<file path="config.mk">
export PLATFORM = sky130hd
export DESIGN_NAME = spim_top
export DESIGN_NICKNAME = d
export VERILOG_FILES = /design/src/rtl/spim_pkg.sv /design/src/rtl/spim_clkgen.sv /design/src/rtl/spim_shifter.sv /design/src/rtl/spim_top.sv
export SDC_FILE = /design/constraint.sdc
export NUM_CORES = 1
export LEC_CHECK = 0
export BUFFER_PORTS_ARGS = -buffer_cell sky130_fd_sc_hd__buf_2
export CAP_MARGIN = 20
export CORE_MARGIN = 2
export CORE_UTILIZATION = 30
export DETAILED_ROUTE_END_ITERATION = 10
export MAX_ROUTING_LAYER = met4
export PLACE_DENSITY_LB_ADDON = 0.3
export SLEW_MARGIN = 20
export SYNTH_ARGS = -nofsm -noshare
export SYNTH_HDL_FRONTEND = slang
export SYNTH_SLANG_ARGS = --single-unit
</file>
<file path="constraint.sdc">
create_clock -name clk -period 10.8 [get_ports clk]
set_input_delay 2.16 -clock clk [delete_from_list [all_inputs] [get_ports clk]]
set_output_delay 2.16 -clock clk [all_outputs]
set_load 0.01 [all_outputs]
</file>
<file path="src/rtl/spim_pkg.sv">
package spim_pkg;
  localparam int REG_ADDR_W = 5;
  localparam logic [REG_ADDR_W-1:0] A_CTRL   = 5'h00;
  localparam logic [REG_ADDR_W-1:0] A_STAT   = 5'h04;
  localparam logic [REG_ADDR_W-1:0] A_SYSCTL = 5'h08;
  localparam logic [REG_ADDR_W-1:0] A_TXD    = 5'h0C;
  localparam logic [REG_ADDR_W-1:0] A_RXD    = 5'h10;
  localparam logic [REG_ADDR_W-1:0] A_CTRL2  = 5'h14;

  typedef struct packed {
    logic       cpha;
    logic       cpol;
    logic       pre_hi;
    logic [4:0] div_n;
  } ctrl_t;

  localparam logic [7:0] SYSCTL_RST = 8'h40;
endpackage

</file>
<file path="src/rtl/spim_clkgen.sv">
module spim_clkgen #(
  parameter int PRE_LO = 16,
  parameter int PRE_HI = 128
) (
  input  logic       clk,
  input  logic       rst,
  input  logic       run,
  input  logic       pre_hi,
  input  logic [4:0] div_n,
  output logic       tick
);
  localparam int MAXH = PRE_HI * 32;
  localparam int CW   = $clog2(MAXH + 1);

  logic [CW-1:0] cnt;
  logic [CW-1:0] half;

  always_comb begin
    half = CW'((pre_hi ? PRE_HI : PRE_LO) * (int'(div_n) + 1));
  end

  assign tick = run && (cnt == half - CW'(1));

  always_ff @(posedge clk) begin
    if (rst || !run || tick) cnt <= '0;
    else                     cnt <= cnt + CW'(1);
  end

  assert_tick_spacing_R4: assert property (@(posedge clk) disable iff (rst)
    (run && tick) |=> (cnt == '0));
endmodule

</file>
<file path="src/rtl/spim_shifter.sv">
module spim_shifter #(
  parameter int DW = 8
) (
  input  logic          clk,
  input  logic          rst,
  input  logic          start,
  input  logic [DW-1:0] tx_byte,
  input  logic          cpha,
  input  logic          cpol,
  input  logic          tick,
  input  logic          miso,
  output logic          busy,
  output logic          done,
  output logic [DW-1:0] rx_byte,
  output logic          sck,
  output logic          mosi
);
  localparam int EDGES = 2 * DW;
  localparam int EW    = $clog2(EDGES);

  logic [DW-1:0] sh_tx, sh_rx;
  logic [EW-1:0] ecnt;
  logic          cpha_q;
  logic          lead, samp;

  assign lead = ~ecnt[0];
  assign samp = lead ^ cpha_q;

  always_ff @(posedge clk) begin
    if (rst) begin
      sh_tx <= '0; sh_rx <= '0; ecnt <= '0; cpha_q <= 1'b0;
      busy <= 1'b0; done <= 1'b0; rx_byte <= '0; sck <= 1'b0; mosi <= 1'b0;
    end else begin
      done <= 1'b0;
      if (!busy) begin
        sck <= cpol;
        if (start) begin
          busy   <= 1'b1;
          ecnt   <= '0;
          cpha_q <= cpha;
          if (!cpha) begin
            mosi  <= tx_byte[DW-1];
            sh_tx <= tx_byte << 1;
          end else begin
            sh_tx <= tx_byte;
          end
        end
      end else if (tick) begin
        sck  <= ~sck;
        ecnt <= ecnt + EW'(1);
        if (samp) begin
          sh_rx <= {sh_rx[DW-2:0], miso};
        end else begin
          mosi  <= sh_tx[DW-1];
          sh_tx <= sh_tx << 1;
        end
        if (ecnt == EW'(EDGES - 1)) begin
          busy    <= 1'b0;
          done    <= 1'b1;
          rx_byte <= samp ? {sh_rx[DW-2:0], miso} : sh_rx;
        end
      end
    end
  end

  assert_start_clean_R6: assert property (@(posedge clk) disable iff (rst)
    $rose(busy) |-> (ecnt == '0));
  assert_mosi_hold_R6: assert property (@(posedge clk) disable iff (rst)
    (busy && !tick) |=> $stable(mosi));
  assert_done_ends_busy_R8: assert property (@(posedge clk) disable iff (rst)
    done |-> !busy);
endmodule

</file>
<file path="src/rtl/spim_top.sv">
module spim_top
  import spim_pkg::*;
#(
  parameter int ADDR_W = REG_ADDR_W,
  parameter int PRE_LO = 16,
  parameter int PRE_HI = 128
) (
  input  logic              clk,
  input  logic              rst,
  input  logic [ADDR_W-1:0] bus_addr,
  input  logic              bus_we,
  input  logic              bus_re,
  input  logic [31:0]       bus_wdata,
  output logic [31:0]       bus_rdata,
  output logic              sck,
  output logic              mosi,
  input  logic              miso,
  output logic              cs_n
);
  localparam int DW = 8;

  ctrl_t         ctrl;
  logic [7:0]    ctrl2;
  logic [7:0]    sysctl;
  logic          rx_full;
  logic          busy, done, tick, start;
  logic [DW-1:0] rx_byte;
  logic          rd_rx;

  assign start = bus_we && (bus_addr == A_TXD) && sysctl[0] && !busy;
  assign rd_rx = bus_re && (bus_addr == A_RXD);
  assign cs_n  = sysctl[6];

  always_ff @(posedge clk) begin
    if (rst) begin
      ctrl   <= '0;
      ctrl2  <= '0;
      sysctl <= SYSCTL_RST;
    end else if (bus_we) begin
      case (bus_addr)
        A_CTRL:   ctrl   <= ctrl_t'(bus_wdata[7:0]);
        A_CTRL2:  ctrl2  <= bus_wdata[7:0];
        A_SYSCTL: sysctl <= bus_wdata[7:0];
        default: ;
      endcase
    end
  end

  always_ff @(posedge clk) begin
    if (rst)                                  rx_full <= 1'b0;
    else if (done)                            rx_full <= 1'b1;
    else if (rd_rx)                           rx_full <= 1'b0;
    else if (bus_we && bus_addr == A_STAT)    rx_full <= rx_full & bus_wdata[2];
  end

  always_ff @(posedge clk) begin
    if (rst) bus_rdata <= '0;
    else if (bus_re) begin
      case (bus_addr)
        A_CTRL:   bus_rdata <= {24'd0, ctrl};
        A_STAT:   bus_rdata <= {29'd0, rx_full, 1'b0, busy};
        A_SYSCTL: bus_rdata <= {24'd0, sysctl};
        A_RXD:    bus_rdata <= {24'd0, rx_byte};
        A_CTRL2:  bus_rdata <= {24'd0, ctrl2};
        default:  bus_rdata <= '0;
      endcase
    end
  end

  spim_clkgen #(.PRE_LO(PRE_LO), .PRE_HI(PRE_HI)) u_clkgen (
    .clk(clk), .rst(rst), .run(busy), .pre_hi(ctrl.pre_hi),
    .div_n(ctrl.div_n), .tick(tick));

  spim_shifter #(.DW(DW)) u_shift (
    .clk(clk), .rst(rst), .start(start), .tx_byte(bus_wdata[DW-1:0]),
    .cpha(ctrl.cpha), .cpol(ctrl.cpol), .tick(tick), .miso(miso),
    .busy(busy), .done(done), .rx_byte(rx_byte), .sck(sck), .mosi(mosi));

  assert_rx_full_on_done_R9: assert property (@(posedge clk) disable iff (rst)
    done |=> rx_full);
  assert_sck_idle_R5: assert property (@(posedge clk) disable iff (rst)
    (!busy && !$past(busy) && $stable(ctrl.cpol) && !$past(start)) |-> (sck == ctrl.cpol));
  assert_no_start_off_R3: assert property (@(posedge clk) disable iff (rst)
    (!sysctl[0] && !busy) |=> !busy);
endmodule

</file>
==> results of run 1 <==
==> routing by layer <==
layer,part of all wire [%],vias to the layer above
met5,0,-
met4,0.90,0
met3,3.8,4
met2,47,83
met1,48,1774
li1,-,1879
==> power by group <==
group	internal (mW)	total [mW]	switching, mW
clock	0.185	0.307	0.122
combinational	0.0141	0.0469	0.0328
sequential	0.292	0.293	0.000797
total	0.491	0.647	0.156
==> cells in the mapped netlist, types with 2 or more instances <==
master                      instances  area (um2)
sky130_fd_sc_hd__and2_1             4       25.02
sky130_fd_sc_hd__or2_2              3       18.77
sky130_fd_sc_hd__mux2_2            10       112.6
sky130_fd_sc_hd__nand3_1           35       175.2
sky130_fd_sc_hd__nor2b_1            7       43.79
sky130_fd_sc_hd__dfxtp_1           79        1582
sky130_fd_sc_hd__nor3b_1            2       15.01
sky130_fd_sc_hd__mux2i_1           29       290.3
sky130_fd_sc_hd__buf_4             24       180.2
sky130_fd_sc_hd__and4_1             2       17.52
sky130_fd_sc_hd__o21ai_0           20       100.1
sky130_fd_sc_hd__nand2b_1           9       56.30
sky130_fd_sc_hd__nor3_1             4       20.02
sky130_fd_sc_hd__clkbuf_1          25       93.84
sky130_fd_sc_hd__xor2_1            18       157.7
sky130_fd_sc_hd__xnor2_1           15       131.4
sky130_fd_sc_hd__and3b_1            2       17.52
sky130_fd_sc_hd__buf_1              3       11.26
sky130_fd_sc_hd__inv_1             13       48.80
sky130_fd_sc_hd__a22oi_1            5       37.54
sky130_fd_sc_hd__and3_1             7       43.79
sky130_fd_sc_hd__nand4_1            7       43.79
sky130_fd_sc_hd__a22o_1             3       26.28
sky130_fd_sc_hd__a21oi_1           54       270.3
sky130_fd_sc_hd__o2bb2ai_1          2       17.52
sky130_fd_sc_hd__or3_1             14       87.58
sky130_fd_sc_hd__nand2_1           35       131.4
sky130_fd_sc_hd__nor2_1            60       225.2
sky130_fd_sc_hd__a222oi_1           3       30.03
sky130_fd_sc_hd__nand4b_1           2       17.52
sky130_fd_sc_hd__ha_1              20       250.2
==> logic make-up after synthesis <==
kind of cell | Yosys count | synth area share, %
AND/OR/NAND/NOR | 198 | 21.81
AO/OA/AOI/OAI | 104 | 13.95
flip-flops | 79 | 35.12
buffers and inverters | 66 | 7.669
multiplexers | 39 | 8.947
XOR/XNOR | 33 | 6.419
adder cells (fa/ha/maj) | 21 | 6.002
other | 1 | 0.08328
==> cell usage in the layout, fill, tap and decap left out, types with 2 or more instances in the layout <==
| cell type | n |
|---|---|
| sky130_fd_sc_hd__nand2b_1 | 9 |
| sky130_fd_sc_hd__nand4_1 | 7 |
| sky130_fd_sc_hd__and4_1 | 2 |
| sky130_fd_sc_hd__and3b_1 | 2 |
| sky130_fd_sc_hd__nand2_1 | 35 |
| sky130_fd_sc_hd__nor3_1 | 4 |
| sky130_fd_sc_hd__buf_2 | 28 |
| sky130_fd_sc_hd__or3_1 | 14 |
| sky130_fd_sc_hd__o21ai_0 | 20 |
| sky130_fd_sc_hd__clkinv_2 | 2 |
| sky130_fd_sc_hd__nor2_1 | 60 |
| sky130_fd_sc_hd__nand4b_1 | 2 |
| sky130_fd_sc_hd__and2_1 | 4 |
| sky130_fd_sc_hd__or2_2 | 3 |
| sky130_fd_sc_hd__mux2i_1 | 29 |
| sky130_fd_sc_hd__a21oi_1 | 54 |
| sky130_fd_sc_hd__buf_4 | 5 |
| sky130_fd_sc_hd__ha_1 | 20 |
| sky130_fd_sc_hd__dfxtp_1 | 79 |
| sky130_fd_sc_hd__xor2_1 | 18 |
| sky130_fd_sc_hd__a22oi_1 | 5 |
| sky130_fd_sc_hd__a22o_1 | 3 |
| sky130_fd_sc_hd__nand3_1 | 35 |
| sky130_fd_sc_hd__xnor2_1 | 15 |
| sky130_fd_sc_hd__o2bb2ai_1 | 2 |
| sky130_fd_sc_hd__nor3b_1 | 2 |
| sky130_fd_sc_hd__a222oi_1 | 3 |
| sky130_fd_sc_hd__mux2_2 | 10 |
| sky130_fd_sc_hd__nor2b_1 | 7 |
| sky130_fd_sc_hd__and3_1 | 7 |
| sky130_fd_sc_hd__conb_1 | 24 |
| sky130_fd_sc_hd__clkbuf_16 | 9 |
| sky130_fd_sc_hd__inv_1 | 13 |
==> how the worst min path moves through the flow <==
stage | to | slack [ps] | depth (start not counted) | startpoint
after detailed placement | rx_full$_SDFFE_PP0P_ | 440 | 2 | u_shift.done$_SDFF_PP0_
after global routing | u_clkgen.cnt[0]$_SDFF_PP0_ | 460 | 1 | u_clkgen.cnt[0]$_SDFF_PP0_
after floorplan | rx_full$_SDFFE_PP0P_ | 410 | 2 | u_shift.done$_SDFF_PP0_
final | u_clkgen.cnt[0]$_SDFF_PP0_ | 440 | 1 | u_clkgen.cnt[0]$_SDFF_PP0_
after CTS | u_clkgen.cnt[0]$_SDFF_PP0_ | 450 | 1 | u_clkgen.cnt[0]$_SDFF_PP0_
after global placement | u_clkgen.cnt[0]$_SDFF_PP0_ | 430 | 1 | u_clkgen.cnt[0]$_SDFF_PP0_
==> cell type report <==
class                           count  area share [%]
Multi-Input combinational cell    419           53.28
Sequential cell                    79           31.65
Clock buffer                       10           4.782
Tap cell                          184           4.607
Timing Repair Buffer               33           3.555
Clock inverter                      5           1.152
Inverter                           13          0.9765
==> worst reg2reg max path, stage by stage (launching register included) <==
cell	delay, ps
sky130_fd_sc_hd__dfxtp_1	470
sky130_fd_sc_hd__nand2_1	120
sky130_fd_sc_hd__or3_1	380
sky130_fd_sc_hd__ha_1	290
sky130_fd_sc_hd__inv_1	40
sky130_fd_sc_hd__ha_1	280
sky130_fd_sc_hd__ha_1	290
sky130_fd_sc_hd__ha_1	350
sky130_fd_sc_hd__and3_1	200
sky130_fd_sc_hd__a221o_1	370
sky130_fd_sc_hd__xor2_1	190
sky130_fd_sc_hd__nor3_1	520
sky130_fd_sc_hd__a41oi_2	480
sky130_fd_sc_hd__mux2_2	420
==> state kept, by name, summed over array words and instances (netlist names), 8 cells and up <==
name and count:
u_shift.sh_rx 8, sysctl 8, ctrl 8, bus_rdata 8, u_shift.rx_byte 8, u_clkgen.cnt 13, ctrl2 8, u_shift.sh_tx 8
==> through the flow <==
stage | cell area, um2 | power (mW)
6_report | 4997 | 0.6468
5_1_grt | 4997 | 0.6712
2_1_floorplan | 4589 | 0.3377
3_5_place_dp | 4701 | 0.3457
4_1_cts | 4997 | 0.6537
3_3_place_gp | 4701 | 0.3449
==> run summary, run 1 <==
The number of buffers and inverters on the critical path works out to 1. The clock tree root buffer cell is sky130_fd_sc_hd__clkbuf_16. The area used by sequential logic in the layout is 0.001582 mm2, and the distinct cell type count of the synthesized netlist is 56. Global routing used 13.08% of the available tracks across all layers.

The floorplan has 44 rows. The die covers 0.01601 mm2. The tools report the number of hold violations in the final report as 0. The tools report the total via count in the routed design as 3,740. The tools report the cell area after synthesis as 0.004503 mm2. The family with the most delay on the worst path was simple AND/OR/NAND/NOR gates. Entering global routing, the biggest net connects 80 pins. Detailed placement finished with a half-perimeter wire length of 7.316 mm.

The critical path start-end classification was reg2reg. Global routing used 16.79% of the available met1 tracks. In this run the deepest clock path goes through 2 buffers.

The DRC violation total after the first TritonRoute iteration was 283; the final antenna diode count was 0. The flow ran to the end, and the final reports show no timing, DRC or antenna violations. Number of max-slew violations in the final report: 0. In this design, the stage delay of the slowest critical-path cell is 520 ps. The cell type with the highest occurrence count on the critical path is sky130_fd_sc_hd__ha_1. For this run the aggregate overflow at the end of global routing stands at 0. The hold buffer count at CTS is 0, and the insertion delay of the later-clocked pin in the worst-skew pair is 330 ps. met2 is the most crowded layer. Cells with a size suffix above 1 make up 11.63% of the layout. The startpoint kind of the worst setup timing path was a register.

Of the synthesized area, sequential elements account for 35.12%. Antenna violation net count after detailed routing: 0. The launching instance or port of the critical path was ctrl[0]$_SDFFE_PP0P_. The run gives 77 as the number of placed I/O pins.

The number of enable-type register cells in the synthesized netlist works out to 0. The cell count after synthesis came out at 541. In this run the number of cells on the critical path is 13. The register bit count reported by yosys was 79. The worst reg-to-reg path cell count is 13, and the setup slack of the worst register-to-register path is 6280 ps. After clock tree synthesis, the clock-pin slew on the worst setup and hold paths is 60 ps. The signed area change from the synthesized netlist to the final layout was 10.98%; the number of sinks on the clock net was 79.

For this run, the number of standard cells in the final layout without fillers is 743. For the final routed DRC violation total, the log shows 0. The class of the tightest hold or removal check is reg2reg.

The logs give 11,020 ps for the data required time at the worst endpoint and 0 ps for the total negative slack for setup checks. The post-route clock skew was 6.471 ps. The via count of the first global-routing pass was 3,440. In this run the post-CTS setup repair buffer count came out at 0. The die is 126.5 um wide. After detailed routing, the number of vias per cell comes to 5.034. The die boundary height came out at 126.5 um. The tools report the headroom to the max-slew limit as 32.75%.

Setup repair after global routing left no endpoint under its margin. In this run the critical register-to-register path is captured at u_shift.sh_tx[3]$_SDFFE_PP0P_. The capture point of the worst path is u_shift.sh_tx[3]$_SDFFE_PP0P_. Based on the critical path, the design can be clocked at up to 0.2212 GHz. The transition time of the tightest slew-check pin works out to 1001 ps. Source of the worst register-to-register timing path: ctrl[0]$_SDFFE_PP0P_.

Summing all multi-input logic gate instances after layout gives 0.002663 mm2. In the global route stage, met3 resource usage came out at 2.573%. Counting the fill cells in the layout gives 1,507. The number of input and output port buffers inserted is 28, and the initial antenna violation count is 0.

After layout, the minimum clock period comes to 4521 ps. The tools report the number of max-cap violations as 0. The run gives 30.87% as the initial core utilization. Dividing the final minimum period by the clock period gives 41.86%. For the number of clock buffers inserted by TritonCTS, the log shows 9. Walking the worst path, the cells encountered are nand2_1 -> or3_1 -> ha_1 -> inv_1 -> ha_1 -> ha_1 -> ha_1 -> and3_1 -> a221o_1 -> xor2_1 -> nor3_1 -> a41oi_2 -> mux2_2. The worst hold slack after final layout was 438.8 ps; the H-tree depth reported by CTS was 3. The logs give 5 for the number of detailed-route iterations in the first pass and 618 for the number of nets in the final layout. Among all flip-flop cells after synthesis, the most frequent one is sky130_fd_sc_hd__dfxtp_1. The final setup slack of the worst path is 6279 ps. STA classifies the critical path endpoint as a register. After detailed routing, the total wire length is 10.17 mm. Dividing the detail-routed wire length by the instance count gives 13.68 um.

The run gives 0.01459 mm2 as the placeable core region. The first global-routing pass estimated 16.79 mm of wire. The run gives 21.08% as the met2 layer usage reported by global route. In this run, post-CTS repair resized a total of 0 instances. The pre-CTS setup slack was 6230 ps; the total placed cells including tap cells was 728. The post-synthesis async set-or-reset flop share works out to 0%. A synthesized cell averages 8.324 um2. Setup violations remaining at the end of the flow were counted as 0.

The total of warnings raised by yosys was 0; the total power per unit cell area was 129.4 mW/mm2. The tools report the maximum VDD drop as 0.07252 mV. Cell with the largest stage delay on the worst path: sky130_fd_sc_hd__nor3_1. The final weighted congestion in routability-driven placement was 0.8162. The final standard cell utilization of the core came out at 34.25%. Data arrives at the worst endpoint at 4740 ps. The highest fanout seen on the critical path works out to 9. TritonCTS built the clock tree. The static leakage came out at 1.933 nW.
Note: power is estimated with default switching activity, not from simulation.
==> run 2, diff against run 1 <==
- ABC_AREA: not set -> 1
- clock period: 10.8 -> 4.3 ns (I/O delays scaled with it)
==> run summary, run 2 <==
Largest incremental delay on the critical path: 500 ps (-20 ps). DRC violation total after the first TritonRoute iteration: 199 (-30%). Counting instances in the post-synthesis netlist gives the leading cell types as sky130_fd_sc_hd__nand2_1, sky130_fd_sc_hd__inv_1, sky130_fd_sc_hd__dfxtp_1. The period utilization came out at 88.08% (+46 points). STA classifies the critical path startpoint as a register. The post-route clock skew is 8.470 ps (+1.999 ps), and the cell count after synthesis is 639 (+18%). The number of enable-type register cells in the synthesized netlist is 0 (unchanged). By area the synthesized netlist is led by sky130_fd_sc_hd__dfxtp_1, sky130_fd_sc_hd__nand2_1, sky130_fd_sc_hd__inv_1, sky130_fd_sc_hd__o21ai_0, sky130_fd_sc_hd__a21oi_1. The setup fix buffers added after clock tree synthesis is 0 (unchanged). The area used by sequential logic in the layout came out at 0.001582 mm2 (unchanged). The number of flip-flops in the largest register was 13 (unchanged); the highest achievable clock rate was 0.2640 GHz (+19%).

The proportion of synthesized chip area in sequential cells was 34.98% (-0.15 points); the total of warnings raised by yosys was 0 (unchanged). The tools report the final weighted congestion in routability-driven placement as 0.8084 (-0.96%). The data required time at the worst endpoint is 4580 ps (-6440 ps), and the post-synthesis compound-gate area fraction is 16.88% (+2.9 points). The average wire per cell in the routed design was 11.90 um (-13%); the post-synthesis async set-or-reset flop share was 0% (unchanged). The area share of the leading cell type in the synthesized netlist works out to 34.98% (-0.15 points). The fraction of the mapped netlist area in adder cells was 5.977% (-0.025 points). The run gives 0.01464 mm2 (+0.38%) as the placeable core region. Setup repair after global routing left no endpoint under its margin. Total wire length: 10.08 mm (-0.82%).

The tools report the clock tree root buffer cell as sky130_fd_sc_hd__clkbuf_16. The final standard cell utilization of the core is 34.35% (+0.093 points). The tools report the endpoint kind of the worst setup timing path as a register. The xor/xnor cell area share of the yosys netlist was 2.518% (-3.9 points).

The H-tree depth reported by CTS is 3 (unchanged). The worst reg-to-reg path cell count came out at 21 (+8). For the number of nets in the final layout, the log shows 721 (+17%). In this run the critical register-to-register path is captured at u_shift.rx_byte[0]$_SDFFE_PP0P_. The worst hold path begins at u_shift.done$_SDFF_PP0_.

The number of hold violations in the final report is 0 (unchanged), and the maximum VDD drop is 0.2064 mV (+180%). On the critical path, the stage with the largest delay is an instance of sky130_fd_sc_hd__dfxtp_1. Cell with the most instances after synthesis: sky130_fd_sc_hd__nand2_1.

The top cell types in the final layout, fill and taps aside, are sky130_fd_sc_hd__nand2_1, sky130_fd_sc_hd__inv_1, sky130_fd_sc_hd__dfxtp_1, sky130_fd_sc_hd__o21ai_0, sky130_fd_sc_hd__a21oi_1. Walking the worst path, the cells encountered are inv_1 -> o21ai_0 -> nand3_1 -> ha_1 -> inv_1 -> ha_1 -> ha_1 -> ha_1 -> nand2_1 -> nor2_1 -> a211oi_2 -> nand2_1 -> nand2_1 -> nand2_1 -> nor2_2 -> nand2_2 -> nor2_4 -> nand2_4 -> nor2_8 -> nand2_1 -> o21ai_2. For the final-report setup violation count, the log shows 0 (unchanged). Number of buffers and inverters on the critical path: 2 (+1). In this run the critical register-to-register path is launched from ctrl[0]$_SDFFE_PP0P_. The cell area after placement was 0.004710 mm2 (+0.19%); the total negative slack for setup checks was 0 ps (unchanged). Number of placed I/O pins: 77 (unchanged).

The top flip-flop cell by instance count after synthesis is sky130_fd_sc_hd__dfxtp_1. The tools report the insertion delay of the later-clocked pin in the worst-skew pair as 340 ps (about the same). The register bit count reported by yosys works out to 79 (unchanged).

The headroom to the max-slew limit is 47.06% (+14 points), and the static leakage is 2.019 nW (+4.5%). The distinct cell type count of the synthesized netlist was 40 (-29%). The tools report the number of max-slew violations in the final report as 0 (unchanged). The critical path is of the reg2reg type. The run finished with clean final reports. The total congestion overflow is 0 (unchanged), and the total power per unit cell area is 330.4 mW/mm2 (+160%).

TritonCTS built the clock tree. The antenna violation net count after detailed routing was 0 (unchanged). The tools report the number of gates resized after CTS as 0 (unchanged). The library cell used most frequently in the layout, excluding fill and tap cells, is sky130_fd_sc_hd__nand2_1. The logs give 9 (unchanged) for the number of clock buffers inserted by TritonCTS and 0 (unchanged) for the hold buffer count at CTS. The logs give 3,839 (+2.6%) for the total via count in the routed design and 2 (unchanged) for the maximum count of clock buffers along a single path. Final antenna diode count: 0 (unchanged).

The number of max-cap violations was 0 (unchanged); the fraction of layout cells with a size suffix above 1 was 10.86% (-0.77 points). The global-route usage over all layers was 13.40% (+0.32 points); the row count was 44 (unchanged). Area of the die: 0.01607 mm2 (+0.40%). The cell area after synthesis is 0.004522 mm2 (+0.42%).

The simple-gate share of the synthesized area came out at 24.49% (+2.7 points). The total half-perimeter wirelength after legalization and detailed placement came out at 7.446 mm (+1.8%). For the footprint of the multi-input gates, the log shows 0.002410 mm2 (-9.5%).

Cell type with the highest occurrence count on the critical path: sky130_fd_sc_hd__nand2_1. The post-layout minimum cycle time came out at 3787 ps (-734.0 ps). The highest fanout seen on the critical path was 9 (unchanged); the die boundary height was 126.8 um (+0.20%).

Register with the highest flop count: u_clkgen.cnt. The dominant combinational cell family by area after synthesis was simple AND/OR/NAND/NOR gates. The register clock-pin slew on the reported worst setup and hold paths is 60 ps (about the same), and the fill cell total of the finished layout is 1,585 (+5.2%).

Summed over all instances, the cell type with the most area after synthesis is sky130_fd_sc_hd__dfxtp_1. The setup slack of the worst register-to-register path was 510 ps (-5770 ps). The synthesized area divided by synthesized cell count is 7.076 um2 (-15%).

The final routed DRC violation total was 0 (unchanged); the signed area change from the synthesized netlist to the final layout was 11.23%. Broken down by cell family, the worst path's largest delay share belongs to simple AND/OR/NAND/NOR gates. The initial antenna violation count is 0 (unchanged). The number of sinks on the clock net was 79 (unchanged); the initial core utilization was 30.88% (about the same). The overall die width works out to 126.8 um (+0.20%).

The tools report the first-pass GRT wire length as 16.95 mm (+0.91%). The tightest min-delay check is of the reg2reg type. The tools report the via count of the first global-routing pass as 3,531 (+2.6%). Number of detailed-route iterations in the first pass: 4 (-1).

The instance count along the most critical hold path came out at 2 (+1). The data arrival time of the critical path is 4070 ps (-670 ps), and the number of input and output port buffers inserted is 28 (unchanged). The final instance area is 0.005030 mm2 (+0.65%), and the transition time of the tightest slew-check pin is 793.0 ps (-208.0 ps).

Multiplexer fraction of the synthesized cell area: 1.328% (-7.6 points). The worst hold path terminates at rx_full$_SDFFE_PP0P_. The run gives 40 (-50%) as the maximum number of pins on one net before global-route repair. The detail-routed via count per cell came out at 4.532 (-10%).
run 2: changes by cell type in the layout (fill, tap and decap cells not counted), sizes merged, moves of 6 or more:
cell / delta
inv: +76
o21ai: +52
mux2: -10
nand2: +94
nand2b: -9
and3: -6
mux2i: -23
xor2: -12
xnor2: -8
or3: -14
nor2b: -7
run 2: worst register-to-register path, delay by kind of cell, from the launching register on:
| family | cells | cell delay (ps) |
|---|---|---|
| buffers and inverters | 2 | 210 |
| adder cells (fa/ha/maj) | 4 | 1250 |
| flip-flops | 1 | 500 |
| AND/OR/NAND/NOR | 12 | 1320 |
| AO/OA/AOI/OAI | 3 | 470 |
run 2: per-layer routing:
metal | part of all wire, % | global-route usage [%] | up-vias
met2 | 44 | 20.76 | 63
met3 | 3.6 | 3.121 | 12
met5 | 0 | - | -
li1 | - | - | 2063
met1 | 51 | 17.36 | 1701
met4 | 1.5 | 4.331 | 0
run 2: power breakdown:
| part | switching, mW | internal (mW) | leakage [nW] |
|---|---|---|---|
| combinational | 0.0813 | 0.0368 | 1.23 |
| clock | 0.320 | 0.486 | 0.149 |
| sequential | 0.00291 | 0.735 | 0.637 |
run 2: cells by family after synthesis:
family | after synthesis
compound gates | 141
xor+xnor | 13
fa+ha+maj | 21
buf+inv | 135
flops | 79
mux | 6
other cells | 1
simple gates | 243
run 2: worst max-delay path by stage:
| stage | start | end | slack, ps | cells past startpoint |
|---|---|---|---|---|
| after global placement | ctrl[0]$_SDFFE_PP0P_ | u_shift.sh_tx[6]$_SDFFE_PP0P_ | 490 | 20 |
| final | ctrl[0]$_SDFFE_PP0P_ | u_shift.rx_byte[0]$_SDFFE_PP0P_ | 510 | 21 |
| after detailed placement | ctrl[0]$_SDFFE_PP0P_ | u_shift.sh_tx[6]$_SDFFE_PP0P_ | 480 | 20 |
| after CTS | ctrl[0]$_SDFFE_PP0P_ | u_shift.sh_tx[6]$_SDFFE_PP0P_ | 440 | 20 |
| after floorplan | ctrl[0]$_SDFFE_PP0P_ | u_shift.sh_tx[6]$_SDFFE_PP0P_ | 1030 | 21 |
| after global routing | ctrl[0]$_SDFFE_PP0P_ | u_clkgen.cnt[4]$_SDFF_PP0_ | 20 | 19 |
run 2: cell type report:
class | count | share of cell area (%)
timing repair buffer | 30 | 3.085
tap | 184 | 4.577
clock buffer | 11 | 5.025
clock inverter | 5 | 1.244
sequential | 79 | 31.44
multi-input combinational | 448 | 47.91
inverter | 90 | 6.716
run 2: metrics by stage:
| step | total power, mW | setup slack, ps | hold WS, ps | instances |
|---|---|---|---|---|
| floorplan | 0.8560 | 1033 | 415.3 | 662 |
| global placement | 0.8724 | 489.4 | 424.7 | 831 |
| detailed placement | 0.8724 | 476.1 | 435.8 | 831 |
| CTS | 1.685 | 435.4 | 443.5 | 847 |
| global route | 1.733 | 15.07 | 455.2 | 847 |
| finish | 1.662 | 512.6 | 440.9 | 847 |
==> run 3, diff against run 2 <==
- SYNTH_HIERARCHICAL: not set -> 1
==> run summary, run 3 <==
The detail-routed via count per cell is 4.285 (-5.5%). The setup path with the least slack is of type reg2reg. The via count of the first global-routing pass is 3,874 (+9.7%).

Number of input and output port buffers inserted: 28 (unchanged). The post-synthesis async set-or-reset flop share was 0% (unchanged); the total of warnings raised by yosys was 6 (+6). The footprint of the multi-input gates is 0.002676 mm2 (+11%), and the headroom to the max-slew limit is 35.01% (-12 points).

The xor/xnor cell area share of the yosys netlist is 3.257% (+0.74 points). The register with the highest flop count was u_clkgen/cnt. The logs give 0 (unchanged) for the number of max-cap violations and 950 (+14%) for the total placed cells including tap cells.

The register clock-pin slew on the reported worst setup and hold paths is 60 ps (about the same), and the fraction of power spent switching nets is 24.96% (+0.61 points). The die boundary height came out at 131.0 um (+3.3%). By area, the combinational part of the netlist is dominated by simple AND/OR/NAND/NOR gates. The logs give 46 (+4.5%) for the row count and 129 (-35%) for the DRC violation total after the first TritonRoute iteration. Worst hold slack after final layout: 446.8 ps (+5.956 ps).

Total negative slack for setup checks: 0 ps (unchanged). The logs give 0.005384 mm2 (+7.0%) for the final instance area and 4,139 (+7.8%) for the total via count in the routed design. The worst setup path is captured at a register. Among all stages on the critical path, the largest delay is contributed by sky130_fd_sc_hd__dfxtp_1. Setup repair after global routing left no endpoint under its margin.

For the placeable core region, the log shows 0.01583 mm2 (+8.1%). The data arrival time of the critical path was 4160 ps (+90 ps); the final antenna diode count was 0 (unchanged). The number of sinks on the clock net came out at 79 (unchanged). The register bit count reported by yosys was 79 (unchanged).

The cell that appears most often on the critical path is sky130_fd_sc_hd__nand2_1. The logs give 0 (unchanged) for the final-report setup violation count and 2.687 nW (+33%) for the static leakage. The tools report the first-pass GRT wire length as 18.61 mm (+9.8%). The number of buffers and inverters on the critical path works out to 3 (+1).

The fraction of the mapped netlist area in adder cells is 5.429% (-0.55 points). The tools report the final routed DRC violation total as 0 (unchanged). The number of clock buffers inserted by TritonCTS was 9 (unchanged).

The tree is rooted in a sky130_fd_sc_hd__clkbuf_16. The flow ran to the end, and the final reports show no timing, DRC or antenna violations. The number of hold violations in the final report is 0 (unchanged), and the setup fix buffers added after clock tree synthesis is 0 (unchanged). The run gives 1,752 (+11%) as the fill cell total of the finished layout. The run gives 0.004840 mm2 (+7.0%) as the cell area after synthesis. Leaving out fill and tap cells, the most frequent cell in the layout is sky130_fd_sc_hd__nand2_1. The number of enable-type register cells in the synthesized netlist works out to 0 (unchanged). STA classifies the critical path startpoint as a register.

For the H-tree depth reported by CTS, the log shows 3 (unchanged). The highest fanout seen on the critical path was 16 (+7). The global-route usage over all layers was 14.03% (+0.63 points); the total power per unit cell area was 291.7 mW/mm2 (-12%). The overall die width is 131.0 um (+3.3%), and the final weighted congestion in routability-driven placement is 0.7789 (-3.6%). The largest incremental delay on the critical path came out at 470 ps (-30 ps). For the proportion of synthesized chip area in sequential cells, the log shows 32.68% (-2.3 points). For the number of placed I/O pins, the log shows 77 (unchanged).

Summed over all instances, the cell type with the most area after synthesis is sky130_fd_sc_hd__dfxtp_1. The commonest cells after synthesis are sky130_fd_sc_hd__nand2_1, sky130_fd_sc_hd__inv_1, sky130_fd_sc_hd__dfxtp_1. The cell area after placement is 0.005086 mm2 (+8.0%), and the distinct cell type count of the synthesized netlist is 44 (+10%). Total congestion overflow: 0 (unchanged).

The tools report the data required time at the worst endpoint as 4570 ps (about the same). The post-route clock skew was 9.757 ps (+1.288 ps). The synthesized area divided by synthesized cell count works out to 6.769 um2 (-4.3%). The class of the tightest hold or removal check was reg2reg. The number of nets in the final layout came out at 808 (+12%). The number of flip-flops in the largest register is 13 (unchanged), and the antenna violation net count after detailed routing is 0 (unchanged).

The cell count after synthesis is 715 (+12%), and the post-layout minimum cycle time is 3886 ps (+98.19 ps). The logs give 0.1933 mV (-6.3%) for the maximum VDD drop and 0 (unchanged) for the number of max-slew violations in the final report. The area of the die is 0.01716 mm2 (+6.8%). The maximum number of pins on one net before global-route repair came out at 23 (-43%). TritonCTS built the clock tree. The signed area change from the synthesized netlist to the final layout was 11.25% (about the same).

Period utilization: 90.36% (+2.3 points). The total wire length was 10.85 mm (+7.6%). The final standard cell utilization of the core is 34.02% (-0.33 points).

Number of gates resized after CTS: 0 (unchanged). The family with the most delay on the worst path is simple AND/OR/NAND/NOR gates. The area used by sequential logic in the layout is 0.001582 mm2 (unchanged), and the share of power burned in combinational logic is 8.0% (+0.9 points). For the internal cell power, the log shows 1.179 mW (-6.2%).

Ranked by total cell area, the synthesized netlist is headed by sky130_fd_sc_hd__dfxtp_1, sky130_fd_sc_hd__nand2_1, sky130_fd_sc_hd__inv_1, sky130_fd_sc_hd__ha_1, sky130_fd_sc_hd__nor2_1. The maximum count of clock buffers along a single path was 2 (unchanged); the number of detailed-route iterations in the first pass was 4 (unchanged). Multiplexer fraction of the synthesized cell area: 0% (-1.3 points). The tools report the initial core utilization as 30.58% (-0.30 points). The simple-gate share of the synthesized area was 34.20% (+9.7 points); the net switching component of the power was 0.3920 mW (-3.1%). Fraction of layout cells with a size suffix above 1: 11.73% (+0.87 points). The tools report the relative contribution of the clock network to total power as 45.0% (-3.5 points). For the filler-free cell count of the finished design, the log shows 966 (+14%).

The initial antenna violation count is 0 (unchanged). In the layout the commonest cells are sky130_fd_sc_hd__nand2_1, sky130_fd_sc_hd__inv_1, sky130_fd_sc_hd__dfxtp_1, sky130_fd_sc_hd__nor2_1, sky130_fd_sc_hd__o21ai_0. The transition time of the tightest slew-check pin was 966.0 ps (+172.9 ps).

The area share of the leading cell type in the synthesized netlist is 32.68% (-2.3 points), and the fraction of power consumed by sequential logic is 46.9% (+2.5 points). Among all cell types in the netlist, the one instantiated most often is sky130_fd_sc_hd__nand2_1. The post-synthesis compound-gate area fraction was 10.11% (-6.8 points). Traced cell by cell, the critical path runs through nand2_1 -> nor2_1 -> nand3_1 -> ha_1 -> xnor2_1 -> ha_1 -> ha_1 -> ha_4 -> xor2_1 -> nand3b_1 -> nand2_1 -> nand2_1 -> inv_1 -> nand2_1 -> nor2_1 -> nand3_2 -> inv_2 -> nand2_4 -> buf_4 -> nand2_4 -> nand2_4 -> nand2_1 -> nand2_1 -> nor2_1. Among all flip-flop cells after synthesis, the most frequent one is sky130_fd_sc_hd__dfxtp_1. The hold buffer count at CTS was 0 (unchanged); the insertion delay of the later-clocked pin in the worst-skew pair was 340 ps (about the same). The total half-perimeter wirelength after legalization and detailed placement is 8.225 mm (+10%), and the highest achievable clock rate is 0.2574 GHz (-2.5%).

The average wire per cell in the routed design came out at 11.24 um (-5.6%).
run 3: cell count changes after synthesis, sizes merged, moves of 7 or more:
cell	change
a21oi	-24
nor2	+23
nand4	+10
o21bai	+9
nand2	+102
clkbuf	-7
o21ai	-33
run 3: layer usage:
layer	vias to the layer above	track usage [%]	wire length (um)	share of wire [%]
li1	2267	-	-	-
met3	6	1.954	216	2.0
met4	0	4.318	124	1.1
met2	50	21.64	4903	45
met5	-	-	0	0
met1	1816	19.07	5609	52
run 3: kinds of logic after synthesis:
family                   count (synthesis)
AO/OA/AOI/OAI                           87
XOR/XNOR                                18
adder cells (fa/ha/maj)                 21
buffers and inverters                  134
flip-flops                              79
other                                    1
AND/OR/NAND/NOR                        375
run 3: layout make-up:
cell class	count	share of cell area, %
Clock inverter	5	0.6275
Clock buffer	11	4.508
Timing Repair Buffer	39	4.137
Inverter	91	6.623
Multi-Input combinational cell	525	49.71
Sequential cell	79	29.37
Tap cell	216	5.020
run 3: power groups by stage:
stage                     logic, mW  registers, mW  clock network, mW
after floorplan               0.107          0.753                  0
after global routing          0.147          0.737              0.759
after CTS                     0.125          0.737              0.727
after global placement        0.124          0.753                  0
final                         0.126          0.737              0.707
after detailed placement      0.124          0.753                  0
run 3: final timing paths:
kind	cells past startpoint	end	slack [ps]	start
worst min-delay path	1	u_clkgen/cnt[0]$_SDFF_PP0_	450	u_clkgen/cnt[0]$_SDFF_PP0_
worst min register to register	1	u_clkgen/cnt[0]$_SDFF_PP0_	450	u_clkgen/cnt[0]$_SDFF_PP0_
worst max register to register	24	u_shift/sh_tx[7]$_SDFFE_PP0P_	410	ctrl[2]$_SDFFE_PP0P_
worst max-delay path	24	u_shift/sh_tx[7]$_SDFFE_PP0P_	410	ctrl[2]$_SDFFE_PP0P_
run 3: per-stage QoR:
step	setup slack, ps	total power, mW
after floorplan	588.1	0.8597
after global placement	204.5	0.8773
after detailed placement	207.3	0.8775
after CTS	177.7	1.589
after global routing	29.61	1.644
final	414.4	1.571
